==> src/rtl/tag_arb_pkg.sv <==
package tag_arb_pkg;

  typedef enum logic [2:0] {
    ST_READY   = 3'd0,
    ST_ARB     = 3'd1,
    ST_REPLY   = 3'd2,
    ST_ACKED   = 3'd3,
    ST_OPEN    = 3'd4,
    ST_SECURED = 3'd5,
    ST_KILLED  = 3'd6
  } tag_state_e;

endpackage

==> src/rtl/tag_lfsr.sv <==
module tag_lfsr #(
  parameter int              W    = 16,
  parameter logic [W-1:0]    TAPS = 16'hB400,
  parameter logic [W-1:0]    SEED = 16'h0001
) (
  input  logic         clk_i,
  input  logic         rst_ni,
  output logic [W-1:0] q_o
);

  logic [W-1:0] q_q;

  always_ff @(posedge clk_i or negedge rst_ni) begin
    if (!rst_ni) q_q <= SEED;
    else         q_q <= {q_q[W-2:0], ^(q_q & TAPS)};
  end

  assign q_o = q_q;

  // a nonzero seed never reaches the all-zero lock-up value
  assert_lfsr_nonzero_R2: assert property (@(posedge clk_i) disable iff (!rst_ni)
    q_q != '0);

endmodule

==> src/rtl/tag_slot_ctr.sv <==
module tag_slot_ctr #(
  parameter int SLOT_W = 15
) (
  input  logic              clk_i,
  input  logic              rst_ni,
  input  logic              load_i,
  input  logic              dec_i,
  input  logic [SLOT_W-1:0] load_val_i,
  output logic [SLOT_W-1:0] count_o,
  output logic              load_val_zero_o,
  output logic              count_is_one_o
);

  logic [SLOT_W-1:0] count_q;

  always_ff @(posedge clk_i or negedge rst_ni) begin
    if (!rst_ni)     count_q <= '0;
    else if (load_i) count_q <= load_val_i;
    else if (dec_i)  count_q <= count_q - SLOT_W'(1);
  end

  assign count_o         = count_q;
  assign load_val_zero_o = (load_val_i == '0);
  assign count_is_one_o  = (count_q == SLOT_W'(1));

  assert_slot_wrap_R7: assert property (@(posedge clk_i) disable iff (!rst_ni)
    (dec_i && !load_i && count_q == '0) |=> count_q == '1);

endmodule

==> src/rtl/tag_inv_fsm.sv <==
module tag_inv_fsm
  import tag_arb_pkg::*;
#(
  parameter int NUM_SESS = 4,
  localparam int SESS_W  = $clog2(NUM_SESS)
) (
  input  logic                clk_i,
  input  logic                rst_ni,
  input  logic                query_i,
  input  logic [SESS_W-1:0]   query_sess_i,
  input  logic                qrep_i,
  input  logic                ack_i,
  input  logic                timeout_i,
  input  logic                sel_i,
  input  logic [SESS_W-1:0]   sel_sess_i,
  input  logic                sel_flag_i,
  input  logic                open_i,
  input  logic                secure_i,
  input  logic                kill_i,
  input  logic                load_zero_i,
  input  logic                slot_one_i,
  output logic                load_o,
  output logic                dec_o,
  output tag_state_e          state_o,
  output logic [NUM_SESS-1:0] flags_o,
  output logic                reply_o
);

  tag_state_e          state_q, state_d;
  logic [NUM_SESS-1:0] flags_q, flags_d;
  logic [SESS_W-1:0]   sess_q, sess_d;
  logic                reply_q, reply_d;

  // one strobe served per clock, fixed priority
  always_comb begin
    state_d = state_q;
    flags_d = flags_q;
    sess_d  = sess_q;
    reply_d = 1'b0;
    load_o  = 1'b0;
    dec_o   = 1'b0;
    if (state_q != ST_KILLED) begin
      if (query_i) begin
        load_o = 1'b1;
        sess_d = query_sess_i;
        if (state_q inside {ST_ACKED, ST_OPEN, ST_SECURED})
          flags_d[sess_q] = ~flags_q[sess_q];
        if (load_zero_i) begin
          state_d = ST_REPLY;
          reply_d = 1'b1;
        end else begin
          state_d = ST_ARB;
        end
      end else if (qrep_i) begin
        if (state_q == ST_ARB) begin
          dec_o = 1'b1;
          if (slot_one_i) begin
            state_d = ST_REPLY;
            reply_d = 1'b1;
          end
        end
      end else if (ack_i) begin
        if (state_q == ST_REPLY) state_d = ST_ACKED;
      end else if (timeout_i) begin
        if (state_q == ST_REPLY) begin
          state_d = ST_ARB;
          dec_o   = 1'b1;
        end
      end else if (sel_i) begin
        flags_d[sel_sess_i] = sel_flag_i;
        state_d             = ST_READY;
      end else if (open_i) begin
        if (state_q == ST_ACKED) state_d = ST_OPEN;
      end else if (secure_i) begin
        if (state_q == ST_OPEN) state_d = ST_SECURED;
      end else if (kill_i) begin
        if (state_q inside {ST_OPEN, ST_SECURED}) state_d = ST_KILLED;
      end
    end
  end

  always_ff @(posedge clk_i or negedge rst_ni) begin
    if (!rst_ni) begin
      state_q <= ST_READY;
      flags_q <= '0;
      sess_q  <= '0;
      reply_q <= 1'b0;
    end else begin
      state_q <= state_d;
      flags_q <= flags_d;
      sess_q  <= sess_d;
      reply_q <= reply_d;
    end
  end

  assign state_o = state_q;
  assign flags_o = flags_q;
  assign reply_o = reply_q;

  assert_killed_absorbing_R11: assert property (@(posedge clk_i) disable iff (!rst_ni)
    state_q == ST_KILLED |=> state_q == ST_KILLED);

  assert_reply_in_reply_state_R3: assert property (@(posedge clk_i) disable iff (!rst_ni)
    reply_q |-> state_q == ST_REPLY);

  assert_ack_ignored_R6: assert property (@(posedge clk_i) disable iff (!rst_ni)
    (ack_i && !query_i && !qrep_i && state_q != ST_REPLY) |=> state_q == $past(state_q));

  assert_flags_quiet_R9: assert property (@(posedge clk_i) disable iff (!rst_ni)
    !(query_i || sel_i) |=> $stable(flags_q));

endmodule

==> src/rtl/tag_slot_arbiter.sv <==
module tag_slot_arbiter
  import tag_arb_pkg::*;
#(
  parameter int                LFSR_W   = 16,
  parameter logic [LFSR_W-1:0] TAPS     = 16'hB400,
  parameter logic [LFSR_W-1:0] SEED     = 16'h0001,
  parameter int                SLOT_W   = 15,
  parameter int                NUM_SESS = 4
) (
  input  logic                        clk_i,
  input  logic                        rst_ni,
  input  logic                        query_i,
  input  logic [$clog2(NUM_SESS)-1:0] query_sess_i,
  input  logic                        qrep_i,
  input  logic                        ack_i,
  input  logic                        timeout_i,
  input  logic                        sel_i,
  input  logic [$clog2(NUM_SESS)-1:0] sel_sess_i,
  input  logic                        sel_flag_i,
  input  logic                        open_i,
  input  logic                        secure_i,
  input  logic                        kill_i,
  output logic [2:0]                  state_o,
  output logic [SLOT_W-1:0]           slot_o,
  output logic [NUM_SESS-1:0]         inv_flags_o,
  output logic                        reply_o
);

  logic [LFSR_W-1:0] rnd;
  logic              load, dec, load_zero, slot_one;
  tag_state_e        state;

  tag_lfsr #(.W(LFSR_W), .TAPS(TAPS), .SEED(SEED)) u_lfsr (
    .clk_i  (clk_i),
    .rst_ni (rst_ni),
    .q_o    (rnd)
  );

  tag_slot_ctr #(.SLOT_W(SLOT_W)) u_slot (
    .clk_i           (clk_i),
    .rst_ni          (rst_ni),
    .load_i          (load),
    .dec_i           (dec),
    .load_val_i      (rnd[SLOT_W-1:0]),
    .count_o         (slot_o),
    .load_val_zero_o (load_zero),
    .count_is_one_o  (slot_one)
  );

  tag_inv_fsm #(.NUM_SESS(NUM_SESS)) u_fsm (
    .clk_i        (clk_i),
    .rst_ni       (rst_ni),
    .query_i      (query_i),
    .query_sess_i (query_sess_i),
    .qrep_i       (qrep_i),
    .ack_i        (ack_i),
    .timeout_i    (timeout_i),
    .sel_i        (sel_i),
    .sel_sess_i   (sel_sess_i),
    .sel_flag_i   (sel_flag_i),
    .open_i       (open_i),
    .secure_i     (secure_i),
    .kill_i       (kill_i),
    .load_zero_i  (load_zero),
    .slot_one_i   (slot_one),
    .load_o       (load),
    .dec_o        (dec),
    .state_o      (state),
    .flags_o      (inv_flags_o),
    .reply_o      (reply_o)
  );

  assign state_o = state;

  assert_reply_slot_zero_R4: assert property (@(posedge clk_i) disable iff (!rst_ni)
    reply_o |-> slot_o == '0);

endmodule

==> config.mk <==
export PLATFORM = sky130hd
export DESIGN_NAME = tag_slot_arbiter
export DESIGN_NICKNAME = d
export VERILOG_FILES = /design/src/rtl/tag_arb_pkg.sv /design/src/rtl/tag_lfsr.sv /design/src/rtl/tag_slot_ctr.sv /design/src/rtl/tag_inv_fsm.sv /design/src/rtl/tag_slot_arbiter.sv
export SDC_FILE = /design/constraint.sdc
export NUM_CORES = 1
export LEC_CHECK = 0
export BUFFER_PORTS_ARGS = -buffer_cell sky130_fd_sc_hd__buf_2
export CORE_ASPECT_RATIO = 1.75
export CORE_UTILIZATION = 45
export CTS_CLUSTER_DIAMETER = 30
export DETAILED_ROUTE_END_ITERATION = 7
export PLACE_DENSITY = 0.81
export SYNTH_ARGS = -nofsm -noshare
export SYNTH_HDL_FRONTEND = slang
export SYNTH_SLANG_ARGS = --single-unit
==> constraint.sdc <==
create_clock -name clk_i -period 1.77 [get_ports clk_i]
set_input_delay 0.0885 -clock clk_i [delete_from_list [all_inputs] [get_ports clk_i]]
set_output_delay 0.0885 -clock clk_i [all_outputs]
set_load 0.03 [all_outputs]
Word level (Yosys, flattened, before mapping)
Index checks and enable logic that the tools add are counted.
{ "classes": {"div_mod_pow": 0, "multipliers": 0, "shift": 0, "eq_ne": 17, "n_addsub": 1, "magnitude_cmp": 4, "n_mux": 47, "reduce_logical": 13, "n_bitwise": 1} }
{ "op_table": {"columns": ["op", "n"], "rows": [
  ["$mux 3", 15],
  ["$mux 15", 2],
  ["$mux 4", 6],
  ["$mux 1", 18],
  ["$reduce_bool 8->1", 2],
  ["$reduce_xor 16->1", 1],
  ["$eq 15x1->1 const B", 1],
  ["$logic_not 15->1", 1],
  ["$sub 15x1->15 const B", 1],
  ["$reduce_and 9->1", 1],
  ["$bwmux 4", 2],
  ["$ne 4x3->1 const B", 2],
  ["$ne 8x7->1 const B", 1],
  ["$ne 7x6->1 const B", 1],
  ["$eq 3x2->1 const B", 2],
  ["$eq 3x3->1 const B", 2],
  ["$lt 2x3->1 const B", 2],
  ["$ne 2x2->1 const B", 3],
  ["$ne 3x2->1 const B", 2],
  ["$reduce_and 6->1", 1],
  ["$reduce_bool 2->1", 3],
  ["$demux 1 s2", 2],
  ["$ge 2x1->1 const B", 2],
  ["$eq 3x1->1 const B", 1],
  ["other kinds (8)", 9]
]} }
{ "word_totals": {"word_cells": 89, "ram_bits": 0, "register_bits": 41, "romBits": 0, "output_inout_bits": 23, "latchBits": 0, "n_memories": 0} }

Depth between registers and ports, before layout
{ "depth": {"depth_word": 11, "mapped_depth": 8, "mapped_depth_nobuf": 7} }

Hierarchy
From an unflattened synthesis, not the netlist that was laid out.
{ "hier_totals": {"cells_unflattened": 206, "hier_area_um2": 2132.0} }
{ "by_module_without_submodules": {"columns": ["module", "cells_per_inst", "n_inst", "area_per_inst_um2", "seq_area_each_um2"], "rows": [
  ["tag_slot_ctr", 98, 1, 955.9, 375.4],
  ["tag_inv_fsm", 89, 1, 748.2, 250.2],
  ["tag_lfsr", 19, 1, 427.9, 401.6]
]} }

Least setup slack after synthesis
OpenSTA, ideal clock, no wires.
{ "synth_path": {"path_kind": "reg-to-reg", "startpoint": "register u_fsm.state_q[1] (netlist: u_fsm.state_o[1])", "endpoint": "register u_slot.count_q[2] (netlist: u_slot.count_o[2])", "path_stages_with_launch": 8, "slack_ns": -0.064, "arrival_ns": 1.711, "synth_period_minus_slack_ns": 1.834, "cell_sequence": "dfrtp_1 -> buf_6 -> nor2b_1 -> buf_2 -> a22oi_2 -> nand2_2 -> buf_2 -> o221a_2"} }
{ "synth_via": {"elab_chain_len": 8, "word_cells_on_any_way": 13, "cone_classes": "eq/ne (3); mux (9); reduce/logical (1)"} }
{ "synth_rtl": {"columns": ["item", "line", "source"], "rows": [
  ["from (decl)", "tag_inv_fsm.sv:29", "tag_state_e state_q, state_d;"],
  ["from (signal assigned)", "tag_inv_fsm.sv:89", "state_q <= state_d;"],
  ["$eq 3x2->1", "tag_inv_fsm.sv:65", "if (state_q == ST_REPLY) begin"],
  ["$mux 1", "tag_inv_fsm.sv:65", null],
  ["$mux 1", "tag_inv_fsm.sv:64", "end else if (timeout_i) begin"],
  ["$mux 1", "tag_inv_fsm.sv:62", "end else if (ack_i) begin"],
  ["$mux 1", "tag_inv_fsm.sv:54", "end else if (qrep_i) begin"],
  ["$mux 1", "tag_inv_fsm.sv:43", "if (query_i) begin"],
  ["$mux 1", "tag_inv_fsm.sv:42", "if (state_q != ST_KILLED) begin"],
  ["$reduce_bool 2->1 (no source line)", null, null],
  ["to (signal assigned)", "tag_slot_ctr.sv:18", "else if (load_i) count_q <= load_val_i;"],
  ["to (signal assigned)", "tag_slot_ctr.sv:19", "else if (dec_i) count_q <= count_q - SLOT_W'(1);"],
  ["to (decl)", "tag_slot_ctr.sv:14", "logic [SLOT_W-1:0] count_q;"]
]} }
Parallel ways exist; a longest one is shown, timed or not.
A chain may end at the register's enable or synchronous reset.

Worst setup path after layout
{ "layout_path": {"startpoint": "register u_fsm.state_q[2] (netlist: u_fsm.state_o[2])", "endpoint": "register u_fsm.state_q[2] (netlist: u_fsm.state_o[2])"} }
{ "layout_via": {"elab_chain_len": 4, "word_cells_on_any_way": 14, "cone_classes": "eq/ne (11); reduce/logical (3)"} }
{ "layout_rtl": {"columns": ["item", "line", "source"], "rows": [
  ["$eq 3x3->1 (on tied branches)", "tag_inv_fsm.sv:75, tag_inv_fsm.sv:77", null],
  ["$reduce_bool 2->1", "tag_inv_fsm.sv:77", "if (state_q inside {ST_OPEN, ST_SECURED}) state_d = ST_KILLED;"],
  ["$reduce_bool 8->1 (no source line)", null, null],
  ["$reduce_and 9->1 (no source line) (*)", null, null]
]} }
Mark *: on every way between the ends. The rest lies on a longest branch, timed or not.

==> metrics.txt <==
cell taking the most area after synthesis dfrtp_1; DP Worst Slack about 15 ps; WL/cell 17.3 microns; post-synth net total between 200 and 250; Hold Slack around 130 ps; Die Area roughly 5300 sq um; # diodes 0; Post-synth top flop dfrtp_1; Slew HR approximately two thirds; GP Congestion 0.857; most common library cell in the layout ignoring fill and taps buf_2; CP endpoint kind flip-flop; max-slew violation count 0; Setup TNS 0 ps; Setup CP Type flip-flop to flip-flop; crit share post-route between 90% and 100%; Distinct cells, synth 62; CTS Sinks 41; largest net degree at the start of global routing 42; standard-cell rows 33; Die Span Y between 90 and 100 microns; Clk Latency, worst-skew pair 300 ps; vias in the first global route 2012; I/O pin cnt 38; final WL between 6000 and 7000 microns; setup ws final 0.479 ps; endpoints failing hold 0; Non-Filler Instances around 350; post-synthesis cell area roughly 2200 sq um; Critical Path, Cell by Cell or2b_4, nor4b_4, nand4_1, o2bb2ai_2, mux2_4; Post-synth EDFFs 0; Final Instance Area 2850 sq um; most frequent cells in the layout 37 x buf_2, 34 x dfrtp_1, 27 x buf_4, 22 x a21oi_1, 18 x nand2_1; share of the synthesized area in the top cell type ~45%; total grt overflow 0; Tmin final roughly 1800 ps; DRT antenna net count 0; Core Footprint 4750 sq um; clock buffer depth 2; critical path fanouts, max 8; Leak Pwr 1.34 nW; RSZ-0062 raised after global routing yes; clock transition at the registers of the reported paths approximately 80 ps; CTS tree yes; initial antenna violation count 0; Worst Max-Slew Pin Slew roughly 520 ps; FMAX 565 MHz; maxcap violations 0; Detailed Routing Iterations Pass 1 4; Worst Path Required a little under 2000 ps; fin util about three fifths; largest cells by area after synthesis dfrtp_1 45%, a21oi_1 4.9%, o21ai_0 4.0%, nand2_1 3.0%, nor2_1 2.9%; synthesized instance count approximately 230; clk root buf clkbuf_8; CP max stage delay about 470 ps; layout cells sized above 1 between 30% and 40%; slowest CP cell dfrtp_2; Initial Utilization between 40% and 50%; total number of vias slightly above 2000; 1st-iter DRT viols 80; fraction of registers with async set or reset after synthesis between 90% and 100%; worst min path class input port to flip-flop; VDD IR-drop max 0.719 mV; IO buf count 37; Remaining DRCs 0; Layout area overhead 27.5%; Setup crit start kind flip-flop; YS warnings 0; sequential area share after synthesis 45.9%; via/cell ratio approximately 5.9; Worst Skew 4.62 ps; Setup-failing EPs final 0; syn avg cell area 9.76 sq um; Power Dens Cells between 1000 and 1500 nW/um^2; post-synthesis register bit count 41; H-tree Lvls 2; Final Power 3.03 mW; fin nets approximately 310; status finished, final reports clean; crit path DAT approximately 2000 ps; DP HPWL 4260 microns; first-pass GRT wire length 9450 microns; die width around 55 microns; DP Area approximately 2600 sq um; GRT Util Overall about 23%; Post-Place Cells around 330; total CTS buffers 5
==> power breakdown <==
part	switching (mW)	total (mW)	internal [mW]	leakage, nW
Combinational	0.623	1.04	0.414	0.753
Sequential	0.145	1.20	1.05	0.524
Clock	0.334	0.792	0.458	0.0574
Total	1.10	3.03	1.92	1.34
==> registers in the layout (all words and copies together) (netlist names) <==
name and cells:
u_lfsr.q_o 16, u_slot.count_o 15, u_fsm.flags_o 4, u_fsm.state_o 3, u_fsm.sess_q 2, u_fsm.reply_o 1
==> what timing repair did <==
| action | in CTS | in global routing |
|---|---|---|
| hold endpoints to repair | 42 | 0 |
| hold buffers | 3 | 0 |
| resized for setup | 0 | 10 |
| buffers inserted | 0 | 4 |
| setup endpoints to repair | 0 | 9 |
==> cell type report <==
| cell class | count | area [sq um] |
|---|---|---|
| clock buffer | 6 | 82.6 |
| clock inverter | 2 | 37.5 |
| fill | 399 | 1900 |
| inverter | 12 | 45.0 |
| multi-input combinational | 167 | 1150 |
| sequential | 41 | 1030 |
| tap | 52 | 65.1 |
| timing repair buffer | 68 | 438 |
==> worst max-delay path: cells and delay by family, from the launching register on <==
| kind | cells | cell delay [ps] |
|---|---|---|
| AO/OA/AOI/OAI | 1 | 190 |
| multiplexers | 1 | 310 |
| AND/OR/NAND/NOR | 3 | 690 |
| flip-flops | 1 | 470 |
==> cells in the mapped netlist (3+ instances only) <==
cell and instances:
a32oi_1 3, nand4_1 4, o22a_1 4, ha_1 3, a21oi_1 22, nand2_1 18, inv_1 11, a31oi_1 3
nor2b_1 3, nor3_1 8, o22ai_1 3, o21a_1 3, nor2_1 17, nor4_1 4, mux2i_1 3, and3_1 3
nand3_1 3, dfrtp_1 40, o21ai_0 18, a21boi_0 3
==> per-layer routing <==
layer	part of all wire (%)	vias to the layer above	GRT usage, %
met4	3.1	0	12.9
met5	0	-	0
met2	54	55	42.1
met1	40	1019	25.8
met3	3.4	13	3.66
li1	-	978	-
==> cell families (layout without fill, tap and decap cells) <==
kind of cell | Yosys count | count (layout) | synth area share, %
xor+xnor | 2 | 2 | 0.784
compound gates | 79 | 79 | 24.1
mux | 6 | 6 | 3.19
simple gates | 77 | 77 | 19.3
fa+ha+maj | 3 | 3 | 1.68
buf+inv | 21 | 88 | 5.09
flops | 41 | 41 | 45.9
==> final timing paths <==
path                                         startpoint  slack, ps  depth (start not counted)                            end
max reg2reg                u_fsm.state_o[2]$_DFFE_PN0P_        0.5                          5   u_fsm.state_o[2]$_DFFE_PN0P_
min reg2reg                     u_lfsr.q_o[9]$_DFF_PN0_        410                          0       u_lfsr.q_o[10]$_DFF_PN0_
min                                             query_i        130                          2  u_slot.count_o[4]$_DFFE_PN0P_
max                        u_fsm.state_o[2]$_DFFE_PN0P_        0.5                          5   u_fsm.state_o[2]$_DFFE_PN0P_
max in group asynchronous                        rst_ni       1000                          3   u_fsm.state_o[0]$_DFFE_PN0P_
min in group asynchronous                        rst_ni        380                          3   u_fsm.flags_o[0]$_DFFE_PN0P_
Note: power is estimated with default switching activity, not from simulation.
